$ cat src/rtl/gpio_irq_ctrl.sv
module gpio_irq_ctrl #(
  parameter int DW   = 16,
  parameter int AW   = 6,
  parameter int NPIN = 2 * DW
) (
  input  logic            clk,
  input  logic            rst_n,
  input  logic [NPIN-1:0] pin_i,
  input  logic [AW-1:0]   addr_i,
  input  logic            wr_en_i,
  input  logic [DW-1:0]   wr_data_i,
  input  logic            rd_en_i,
  output logic [DW-1:0]   rd_data_o,
  output logic            rd_vld_o,
  output logic            irq_o
);
  localparam logic [AW-1:0] A_STAT = AW'('h08);
  localparam logic [AW-1:0] A_EN   = AW'('h0C);
  localparam logic [AW-1:0] A_TYP  = AW'('h10);
  localparam logic [AW-1:0] A_POL  = AW'('h14);
  localparam logic [AW-1:0] A_HOLD = AW'('h18);
  localparam logic [AW-1:0] A_FALL = AW'('h20);
  localparam logic [AW-1:0] A_RISE = AW'('h24);

  logic [NPIN-1:0] stat, en, typ, pol, hold, fen, ren;
  logic [NPIN-1:0] s1, s2, prv;

  wire            hi    = addr_i[1];
  wire            hit   = !addr_i[0];
  wire [AW-1:0]   base  = {addr_i[AW-1:2], 2'b00};
  wire [NPIN-1:0] wvec  = hi ? {wr_data_i, {DW{1'b0}}} : {{DW{1'b0}}, wr_data_i};
  wire [NPIN-1:0] hmask = hi ? {{DW{1'b1}}, {DW{1'b0}}} : {{DW{1'b0}}, {DW{1'b1}}};
  wire            wr_ok = wr_en_i && hit;

  wire [NPIN-1:0] clr   = (wr_ok && base == A_STAT) ? wvec : '0;
  wire [NPIN-1:0] rise  = s2 & ~prv;
  wire [NPIN-1:0] fall  = ~s2 & prv;
  wire [NPIN-1:0] evt   = typ & ((rise & ren) | (fall & fen));
  wire [NPIN-1:0] lvl   = ~typ & ~(s2 ^ pol);
  wire [NPIN-1:0] latch = typ & hold;

  always_ff @(posedge clk or negedge rst_n) begin
    if (!rst_n) begin
      s1  <= '0;
      s2  <= '0;
      prv <= '0;
    end else begin
      s1  <= pin_i;
      s2  <= s1;
      prv <= s2;
    end
  end

  always_ff @(posedge clk or negedge rst_n) begin
    if (!rst_n) begin
      en   <= '0;
      typ  <= '0;
      pol  <= '0;
      hold <= '0;
      fen  <= '0;
      ren  <= '0;
    end else if (wr_ok) begin
      case (base)
        A_EN:    en   <= (en   & ~hmask) | wvec;
        A_TYP:   typ  <= (typ  & ~hmask) | wvec;
        A_POL:   pol  <= (pol  & ~hmask) | wvec;
        A_HOLD:  hold <= (hold & ~hmask) | wvec;
        A_FALL:  fen  <= (fen  & ~hmask) | wvec;
        A_RISE:  ren  <= (ren  & ~hmask) | wvec;
        default: ;
      endcase
    end
  end

  always_ff @(posedge clk or negedge rst_n) begin
    if (!rst_n) begin
      stat  <= '0;
      irq_o <= 1'b0;
    end else begin
      stat  <= (latch & ((stat & ~clr) | evt)) | (~latch & (evt | lvl));
      irq_o <= |(stat & en);
    end
  end

  logic [NPIN-1:0] rv;
  always_comb begin
    rv = '0;
    if (hit) begin
      case (base)
        A_STAT:  rv = stat;
        A_EN:    rv = en;
        A_TYP:   rv = typ;
        A_POL:   rv = pol;
        A_HOLD:  rv = hold;
        A_FALL:  rv = fen;
        A_RISE:  rv = ren;
        default: rv = '0;
      endcase
    end
  end

  always_ff @(posedge clk or negedge rst_n) begin
    if (!rst_n) begin
      rd_data_o <= '0;
      rd_vld_o  <= 1'b0;
    end else begin
      rd_vld_o  <= rd_en_i;
      if (rd_en_i) rd_data_o <= hi ? rv[NPIN-1:DW] : rv[DW-1:0];
    end
  end
endmodule

$ cat config.mk
export PLATFORM = sky130hd
export DESIGN_NAME = gpio_irq_ctrl
export DESIGN_NICKNAME = d
export VERILOG_FILES = /design/src/rtl/gpio_irq_ctrl.sv
export SDC_FILE = /design/constraint.sdc
export NUM_CORES = 1
export LEC_CHECK = 0
export BUFFER_PORTS_ARGS = -buffer_cell sky130_fd_sc_hd__buf_2
export CAP_MARGIN = 25
export CORE_ASPECT_RATIO = 1.5
export CORE_UTILIZATION = 32
export CTS_CLUSTER_DIAMETER = 80
export CTS_CLUSTER_SIZE = 12
export DETAILED_ROUTE_END_ITERATION = 10
export HOLD_SLACK_MARGIN = 0.12
export SETUP_SLACK_MARGIN = 0.1
export SLEW_MARGIN = 5
export SYNTH_ARGS = -nofsm -noshare
export SYNTH_HDL_FRONTEND = slang
export SYNTH_SLANG_ARGS = --single-unit
$ cat constraint.sdc
create_clock -name clk -period 4.03 [get_ports clk]
set_clock_uncertainty 0.05 [all_clocks]
set_input_delay 0.403 -clock clk [delete_from_list [all_inputs] [get_ports clk]]
set_output_delay 0.403 -clock clk [all_outputs]
set_load 0.02 [all_outputs]
Word-level counts from Yosys, hierarchy flattened
Cells that the tools add are included.
Storage, ports and cells
  register bits: 338
  logic and storage cells: 71
Cells by class
  equal/unequal tests: 7
  mux-type cells: 6
  bitwise operators: 35
  reductions and logical operators: 10
Operators by type and width (count)
  32-bit bitwise AND: 17
  32-bit OR: 10
  32-bit NOT: 7
  32-bit case mux with 7 select lines: 1
  32-bit 2-to-1 mux: 4
  32-bit OR reduction: 1
  32-bit bitwise XOR: 1
  16-bit 2-to-1 mux: 1
  4-bit by 3-bit == test with 1-bit output, second input constant: 3
  2-bit AND reduction: 6
  4-bit by 2-bit == test with 1-bit output, second input constant: 2
  4-bit == test, second input constant: 2
  1-bit logical AND: 2
  1-bit logical NOT: 1

Logic depth before layout (Yosys ltp)
Gate-level depths: netlist of run 1.
  depth in word-level cells: 9
  depth in mapped cells: 9
  depth with buffers taken out: 5

Worst setup path after synthesis of run 1
Ideal clock, no wire load.
  kind: in2reg
  start: input port addr_i[3]
  end: register with a tool-made name
  library setup time: 125 ps
  arrival: 1784 ps
  required time: 3855 ps
  setup slack: 2071 ps
  stages: 8
  buffers on the path: 4
  cell sequence: buf_4 > nor2b_2 > and2_1 > clkbuf_1 > and2_1 > buf_2 > buf_4 > mux2_2
RTL lines
  start: declaration: line 9  | input logic [AW-1:0] addr_i,

Final worst setup path of run 1
  start: input port addr_i[3]
  end: register rd_data_o[7]
Between the ends
  word-level cells in the longest chain between the ends: 4
  elaborated cells between the ends (all ways): 10
  classes of those cells: 7 x eq/ne; 3 x mux
RTL lines
  4-bit == test (tied with other cells): line 89  | case (base)
  32-bit case mux with 7 select lines *: line 89
  32-bit 2-to-1 mux *: line 88  | if (hit) begin
  16-bit 2-to-1 mux *: line 108  | if (rd_en_i) rd_data_o <= hi ? rv[NPIN-1:DW] : rv[DW-1:0];
  end signal: assignment: line 108
  end: declaration: line 13  | output logic [DW-1:0] rd_data_o,
Mark *: on every way between the ends. The rest lies on a longest branch, timed or not.
A chain may end at the register's enable or synchronous reset.

==> results of run 1 <==
layout by cell type, fill, tap and decap left out, types with 12 or more instances in the layout:
master,Yosys,routed
dfrtp_1,338,338
mux2_2,193,193
nand2_1,96,96
buf_2,34,74
o21ai_0,42,42
a21oi_1,41,41
mux2i_1,41,41
clkbuf_16,0,37
dlygate4sd3_1,0,34
xnor2_1,33,33
and3b_1,30,30
o32a_1,30,30
a22oi_1,29,29
buf_4,6,22
a221oi_1,20,20
nor2_1,13,13
o22ai_1,13,13
o2bb2ai_1,12,12
a32o_1,12,12
worst max-delay path, cell delays in order:
cell      delay [ns]
buf_2           0.49
buf_4           0.53
or3b_1          0.76
o21ai_0         0.56
a221oi_1        0.09
nand2_1         0.26
a32o_1          0.21
what timing repair did:
item | in CTS | in global routing
setup buffers | 0 | 0
hold buffers | 34 | 0
endpoints found under the hold margin | 121 | 0
worst min path at each step:
stage	slack, ns	end	cells past startpoint
final	0.29	register	2
after global routing	0.30	s2[15]	0
after CTS	0.27	register	2
after detailed placement	0.28	s2[26]	0
after global placement	0.28	s2[7]	0
after floorplan	0.06	async pin	0
layout make-up:
cell class,instances,share of cell area [%]
Clock inverter,1,0.0664
Inverter,3,0.0664
Timing Repair Buffer,133,5.49
Tap cell,588,4.34
Multi-Input combinational cell,709,34.7
Clock buffer,37,5.46
Sequential cell,338,49.9
per-stage QoR:
stage          total power, uW  instance area (sq um)  hold slack (ns)
2_1_floorplan             4770                  14700           0.0574
3_3_place_gp              5190                  15700            0.284
3_5_place_dp              5230                  15700            0.285
4_1_cts                   8180                  17000            0.270
5_1_grt                   8420                  17000            0.300
6_report                  8090                  17000            0.293
power by group through the flow:
stage	logic [uW]	registers, uW	clock network (uW)
2_1_floorplan	680	4090	0
4_1_cts	1010	4190	2980
3_3_place_gp	951	4240	0
3_5_place_dp	979	4250	0
6_report	998	4200	2900
5_1_grt	1100	4240	3080
per-layer routing:
metal / GRT usage, % / wire (um)
met3: 2.73 / 2180
met1: 21.7 / 16400
met4: 10.1 / 2190
met5: 0 / 26
met2: 31.6 / 21300
logic make-up (layout without fill, tap and decap cells):
logic type,after synthesis,after routing,share of synthesized area (%)
DFF,338,338,57.4
AOI/OAI and AO/OA,241,241,12.4
muxes,238,238,17.8
and+or+nand+nor,197,197,7.66
buffers and inverters,78,174,2.79
xor gates and xnor gates,33,33,1.96
synthesized netlist by cell type (2+ instances only):
| library cell | instances | share of area (%) |
|---|---|---|
| a32o_1 | 12 | 0.81 |
| a22oi_2 | 8 | 0.68 |
| nand2_2 | 3 | 0.13 |
| a32oi_1 | 2 | 0.12 |
| mux2_2 | 193 | 15 |
| nand3_1 | 8 | 0.27 |
| o22a_1 | 2 | 0.12 |
| a211oi_1 | 5 | 0.25 |
| a22o_1 | 6 | 0.36 |
| o32a_1 | 30 | 2.0 |
| inv_1 | 2 | 0.051 |
| and2_1 | 8 | 0.34 |
| buf_4 | 6 | 0.31 |
| mux2i_1 | 41 | 2.8 |
| a22oi_1 | 29 | 1.5 |
| a21oi_1 | 41 | 1.4 |
| nor2_1 | 13 | 0.33 |
| nand3b_1 | 6 | 0.31 |
| clkbuf_1 | 25 | 0.64 |
| buf_1 | 2 | 0.051 |
| xnor2_1 | 33 | 2.0 |
| o211ai_1 | 3 | 0.15 |
| and3b_1 | 30 | 1.8 |
| buf_2 | 34 | 1.2 |
| nor3b_4 | 3 | 0.38 |
| mux2_1 | 4 | 0.31 |
| a2111o_1 | 8 | 0.61 |
| o22ai_1 | 13 | 0.55 |
| nand4_1 | 4 | 0.17 |
| buf_6 | 7 | 0.53 |
| nand4b_1 | 2 | 0.12 |
| a221oi_1 | 20 | 1.2 |
| nand3_2 | 4 | 0.27 |
| nand2b_1 | 2 | 0.085 |
| nor2b_1 | 6 | 0.25 |
| o21ai_0 | 42 | 1.4 |
| nand2_1 | 96 | 2.4 |
| dfrtp_1 | 338 | 57 |
| o2bb2ai_1 | 12 | 0.71 |
==> run_results.csv, run 1 <==
group,metric,value,unit
grt,grt.total_usage,18.4,%
clock_tree,cts_root_buffer,"clkbuf_16",
sta,setup_ws,1.09,ns
power_and_ir_drop,seqPwrFrac,51.9,%
flow_run,maxCapViolCount,0,
setup_path,worstPathArrival,3.35,ns
layout,diodes,0,
setup_path,cp.required,4.44,ns
logic_synthesis,syn_area,0.0147,sq mm
run_status,run_status,"complete, no violations",
hold_path,hp-start,"wr_data_i[1]",
detailed_routing,ant_nets,0,
detailed_routing,vias,9906,
layout,final_util,37.1,%
grt,grt_pass1_vias,10300,
setup_path,crit_start,"addr_i[3]",
logic_synthesis,syn_nets,1183,
sta,fmax,340,MHz
sta,setup_viol,0,
setup_path,rrSetupSlack,1.97,ns
placed_design,hpwl,28000,um
power_and_ir_drop,ir_drop,265,uV
setup_path,critical_path_class,"in2reg",
clock_tree,cts_sinks,338,
sta,tightest_slew,0.856,ns
layout,regArea,0.00846,sq mm
sta,drv_slew,0,
floorplanning,std_cell_rows,96,
power_and_ir_drop,pwr-share-comb,12.3,%
detailed_routing,drt-initial-drc-count,657,
detailed_routing,finalWirelength,42100,um
power_and_ir_drop,power.share.switching,26.7,%
setup_path,crit_end,"rd_data_o[7]",
clock_tree,cts-htree-levels,2,
grt,grt_start_max_net_pins,95,
setup_path,r2r_end,"irq_o",
clock_tree,cts_tree,"built",
detailed_routing,dr.pass1.iters,5,
sta,tns,0,ns
layout,fillCellCount,4433,
logic_synthesis,yosysWarnings,0,
floorplanning,initial_core_util,32.3,%
logic_synthesis,synth_edf_count,0,
sta,relSlewSlack,42.8,%
setup_path,critPathMaxFanout,29,
power_and_ir_drop,p_leak,0.00760,uW
logic_synthesis,syn_inst,1125,
logic_synthesis,syn_avg_cell_area,13.1,sq um
detailed_routing,wl_per_cell,23.3,um
layout,drive_gt1_share,29.2,%
logic_synthesis,yosys_register_bits,338,
floorplanning,ios,76,
power_and_ir_drop,internal_power,5930,uW
grt,antenna_found_initial,2,
logic_synthesis,yosysSeqAreaShare,57.4,%
sta,layout_worst_path_cycle_share,72.9,%
power_and_ir_drop,p_switching,2160,uW
sta,hold_viol,0,
sta,rsz0062_at_grt,"no",
layout,area_growth,15.0,%
setup_path,r2r-start,"stat[6]",
setup_path,cp-end-kind,"register",
placed_design,place.gp.congestion,0.858,
floorplanning,die_w,177,um
floorplanning,design.die.area,0.0469,sq mm
setup_path,critPathLaunchType,"input port",
power_and_ir_drop,powerDensity,477,mW/mm^2
placed_design,pre_cts_slack,0.653,ns
clock_tree,clockBufferDepth,3,
clock_tree,worstSkewPairLatency,0.54,ns
layout,fin_cells,1809,
logic_synthesis,synth-async-reset-ratio,100,%
placed_design,place.port_buffers,75,
floorplanning,die_h,265,um
layout,fin_nets,1277,
sta,fin_crit,2.94,ns
detailed_routing,routed_via_density,5.48,
detailed_routing,drc,0,
floorplanning,coreArea,0.0456,sq mm
clock_tree,cts_resized,0,
setup_path,r2r_cells,3,
logic_synthesis,ys.flop_type,"dfrtp_1",
grt,grt_pass1_wl,64400,um
power_and_ir_drop,clkPwrFrac,35.8,%
clock_tree,cts_buffers,34,
placed_design,place_inst,1737,
clock_tree,clkTransAtPathRegs,0.07,ns
grt,grt.overflow.total,0,
hold_path,hold_path_class,"in2reg",
layout,multi_input_area,0.00588,sq mm
logic_synthesis,yosys.cell_types.count,61,
Power figures use the tool's default switching activity.
==> run 2, diff against run 1 <==
clock period = 2.5 ns   (was 4.03 ns; I/O delays follow)
==> run_results.csv, run 2 (same netlist as run 1, synthesis figures left out) <==
group,metric,value,unit
floorplanning,coreArea,0.0456,sq mm
grt,grt_start_max_net_pins,84,
setup_path,worstPathArrival,2.20,ns
grt,grt.total_usage,18.4,%
clock_tree,cts_tree,"built",
clock_tree,cts_buffers,34,
clock_tree,cts_resized,0,
clock_tree,worstSkewPairLatency,0.54,ns
detailed_routing,finalWirelength,42300,um
layout,area_growth,16.5,%
clock_tree,clkTransAtPathRegs,0.06,ns
flow_run,maxCapViolCount,0,
setup_path,crit_slowest_cell,"or4_1",
setup_path,cp_top_family,"simple AND/OR/NAND/NOR gates",
power_and_ir_drop,powerDensity,753,mW/mm^2
grt,grt_pass1_vias,10400,
setup_path,crit_start,"stat[6]",
sta,tns,0,ns
placed_design,placed_area,0.0159,sq mm
grt,grt.overflow.total,0,
power_and_ir_drop,p_leak,0.00772,uW
detailed_routing,routed_via_density,5.42,
sta,rsz0062_at_grt,"no",
setup_path,cp.required,2.82,ns
floorplanning,std_cell_rows,96,
detailed_routing,drc,0,
sta,setup_viol,0,
setup_path,cp-end-kind,"register",
detailed_routing,dr.pass1.iters,5,
floorplanning,die_w,177,um
setup_path,crit_buf_inv,1,
hold_path,hold_path_class,"in2reg",
clock_tree,cts-htree-levels,2,
sta,hold_viol,0,
hold_path,hp-start,"wr_data_i[13]",
power_and_ir_drop,ir_drop,478,uV
floorplanning,die_h,265,um
sta,tightest_slew,0.923,ns
layout,drive_gt1_share,30.6,%
sta,relSlewSlack,38.4,%
clock_tree,cts_root_buffer,"clkbuf_16",
detailed_routing,drt-initial-drc-count,668,
floorplanning,design.die.area,0.0469,sq mm
sta,drv_slew,0,
layout,fin_nets,1303,
detailed_routing,vias,9941,
sta,fmax,533,MHz
setup_path,critical_path_class,"reg2reg",
run_status,run_status,"complete, no violations",
setup_path,critPathMaxFanout,3,
setup_path,critPathLaunchType,"register",
setup_path,r2r-start,"stat[6]",
setup_path,critPathMaxStageDelay,0.62,ns
layout,final_common_cell,"dfrtp_1",
setup_path,path_cells,"a22oi_1 -> buf_4 -> nand4_1 -> or4_1",
clock_tree,clockBufferDepth,3,
layout,layout_common_cells,"338 x dfrtp_1, 193 x mux2_2, 96 x nand2_1",
layout,diodes,0,
sta,layout_worst_path_cycle_share,75.0,%
layout,design_area,0.0172,sq mm
placed_design,hpwl,29000,um
detailed_routing,wl_per_cell,23.1,um
placed_design,place.gp.congestion,0.903,
detailed_routing,ant_nets,0,
clock_tree,holdBufCountCts,35,
floorplanning,initial_core_util,32.3,%
sta,fin_crit,1.88,ns
grt,grt_pass1_wl,64700,um
clock_tree,cts_setup_buffers,0,
floorplanning,ios,76,
clock_tree,cts_sinks,338,
grt,antenna_found_initial,3,
placed_design,place.port_buffers,75,
## run 2: cell types whose count changed in the layout (fill, tap and decap cells not counted)
cell	previous run	this run
buf_4	22	42
buf_12	2	7
clkbuf_16	37	34
dlygate4sd3_1	34	35
inv_6	0	2
clkinv_8	0	1
## run 2: final timing paths
check	cells after the start	slack [ns]	to
min in group asynchronous	2	0.17	s2[18]
max in group asynchronous	3	1.45	async pin
max reg2reg	4	0.62	irq_o
max	4	0.62	irq_o
min	2	0.15	register
min reg2reg	0	0.29	s2[19]
## run 2: metal layers
metal | part of all wire [%] | wire length [um] | vias to the layer above | global-route usage (%)
met4 | 5.6 | 2370 | 6 | 10.0
li1 | - | - | 4397 | -
met3 | 4.4 | 1870 | 113 | 3.08
met5 | 0.095 | 40 | - | 0
met1 | 39 | 16400 | 5127 | 21.0
met2 | 51 | 21700 | 298 | 32.4
## run 2: area by class of cell
| cell class | instances | area (sq um) |
|---|---|---|
| clock buffer | 34 | 851 |
| sequential | 338 | 8460 |
| timing repair buffer | 159 | 1190 |
| fill | 4371 | 28500 |
| clock inverter | 4 | 45.0 |
| multi-input combinational | 709 | 5880 |
| inverter | 3 | 11.3 |
| tap | 588 | 736 |
## run 2: power by group
| part | switching [uW] | internal, uW |
|---|---|---|
| clock network | 2070 | 2440 |
| registers | 666 | 6120 |
| logic | 771 | 866 |
## run 2: per-stage QoR
| step | instances | utilization (%) | power (uW) | hold WS, ns | worst slack (ns) |
|---|---|---|---|---|---|
| global placement | 1762 | 34.9 | 8420 | 0.127 | 0.319 |
| floorplan | 1125 | - | 7690 | -0.0956 | 0.694 |
| CTS | 1835 | 37.6 | 13100 | 0.126 | 0.652 |
| global route | 1835 | 37.6 | 13500 | 0.159 | 0.594 |
| finish | 1835 | 37.6 | 12900 | 0.153 | 0.625 |
| detailed placement | 1762 | 34.9 | 8480 | 0.126 | 0.304 |
==> run 3, diff against run 2 <==
clock period = 1.77 ns   (was 2.5 ns; I/O delays follow)
==> run_results.csv, run 3 (same netlist as run 1, synthesis figures left out) <==
group,metric,value,unit
layout,fin_cells,1905,
sta,fmax,598,MHz
grt,grt_pass1_vias,11000,
power_and_ir_drop,ir_drop,511,uV
detailed_routing,routed_via_density,5.46,
clock_tree,clockBufferDepth,3,
layout,diodes,0,
sta,hold-worst-slack,0.122,ns
run_status,run_status,"complete, no violations",
placed_design,placed_area,0.0166,sq mm
sta,setup_viol,0,
floorplanning,coreArea,0.0456,sq mm
grt,grt.total_usage,19.6,%
sta,relSlewSlack,61.8,%
placed_design,place.port_buffers,75,
layout,fin_nets,1374,
setup_path,critPathMaxFanout,3,
floorplanning,die_w,177,um
grt,grt.overflow.total,0,
grt,grt_pass1_wl,68700,um
sta,fin_crit,1.67,ns
clock_tree,cts-htree-levels,2,
layout,area_growth,21.8,%
detailed_routing,ant_nets,0,
layout,final_common_cell,"dfrtp_1",
sta,tightest_slew,0.572,ns
sta,drv_slew,0,
clock_tree,cts_root_buffer,"clkbuf_16",
floorplanning,die_h,265,um
setup_path,crit_slowest_cell,"or4_4",
setup_path,crit_buf_inv,0,
setup_path,path_cells,"a22oi_1 -> nand4_1 -> or4_4",
setup_path,worstPathArrival,2.02,ns
sta,hold_viol,0,
grt,antenna_found_initial,1,
grt,grt_start_max_net_pins,58,
detailed_routing,drc,0,
detailed_routing,dr.pass1.iters,5,
flow_run,maxCapViolCount,0,
detailed_routing,wl_per_cell,23.5,um
setup_path,critical_path_class,"reg2reg",
floorplanning,initial_core_util,32.3,%
sta,rsz0062_at_grt,"yes",
placed_design,place_inst,1821,
placed_design,hpwl,31500,um
clock_tree,cts_buffers,34,
power_and_ir_drop,p_leak,0.00814,uW
layout,drive_gt1_share,33.7,%
power_and_ir_drop,powerDensity,1030,mW/mm^2
setup_path,r2r-start,"stat[9]",
detailed_routing,finalWirelength,44800,um
setup_path,r2r_cells,3,
floorplanning,std_cell_rows,96,
detailed_routing,vias,10400,
floorplanning,ios,76,
setup_path,critPathMaxStageDelay,0.59,ns
setup_path,r2r_end,"irq_o",
clock_tree,cts_sinks,338,
sta,tns,0,ns
clock_tree,clkTransAtPathRegs,0.06,ns
setup_path,cp.required,2.11,ns
floorplanning,design.die.area,0.0469,sq mm
sta,layout_worst_path_cycle_share,94.5,%
detailed_routing,drt-initial-drc-count,653,
clock_tree,worstSkewPairLatency,0.53,ns
setup_path,critPathLaunchType,"register",
setup_path,cp-end-kind,"register",
layout,design_area,0.0179,sq mm
setup_path,rrSetupSlack,0.1,ns
layout,layout_common_cells,"338 x dfrtp_1, 193 x mux2_2, 96 x nand2_1",
hold_path,hold_path_class,"in2async",
power_and_ir_drop,p_total,18600,uW
setup_path,cp_top_family,"simple AND/OR/NAND/NOR gates",
clock_tree,cts_tree,"built",
placed_design,place.gp.congestion,0.908,
==> run 3: routing by layer <==
layer / GRT usage (%) / vias up / share of wire [%]
met5: 0 / - / 0.022
met2: 34.1 / 315 / 51
met3: 3.46 / 132 / 4.6
met1: 22.5 / 5406 / 38
met4: 11.2 / 2 / 5.9
li1: - / 4538 / -
==> run 3: through the flow <==
stage,util [%],setup slack [ns]
after detailed placement,36.3,-0.388
after CTS,39.3,0.151
after global routing,39.3,0.0993
final,39.3,0.0971
after floorplan,-,0.100
after global placement,36.3,-0.419
==> run 3: where the power goes <==
part	internal [uW]	switching, uW
logic	1360	1160
registers	8640	974
clock network	3510	2920
total	13500	5060
==> run 3: worst max path at each step <==
stage | from | to | slack [ns] | cells past startpoint
2_1_floorplan | addr_i[3] | rd_data_o[0] | 0.10 | 8
3_3_place_gp | addr_i[2] | rd_data_o[9] | -0.42 | 7
3_5_place_dp | addr_i[2] | rd_data_o[9] | -0.39 | 7
4_1_cts | stat[9] | irq_o | 0.15 | 3
5_1_grt | register | rd_data_o[14] | 0.1 | 6
6_report | stat[9] | irq_o | 0.1 | 3
==> run 3: layout make-up <==
type	count	area [sq um]
timing repair buffer	230	1950
clock buffer	35	876
inverter	3	11.3
clock inverter	2	20.0
tap	588	736
sequential	338	8460
multi-input combinational	709	5900
fill	4326	27700
==> run 3: timing repair <==
action / 4_1_cts / 5_1_grt
hold buffers: 47 / 0
hold endpoints to repair: 472 / 0
gates resized for setup: 5 / 0
setup buffers: 0 / 0
endpoints found under the setup margin: 2 / 1
pin swaps: 2 / 0
==> run 3: worst register-to-register path: stages, from the launching register on <==
cell	delay [ns]
dfrtp_1	0.47
a22oi_1	0.23
nand4_1	0.20
or4_4	0.59
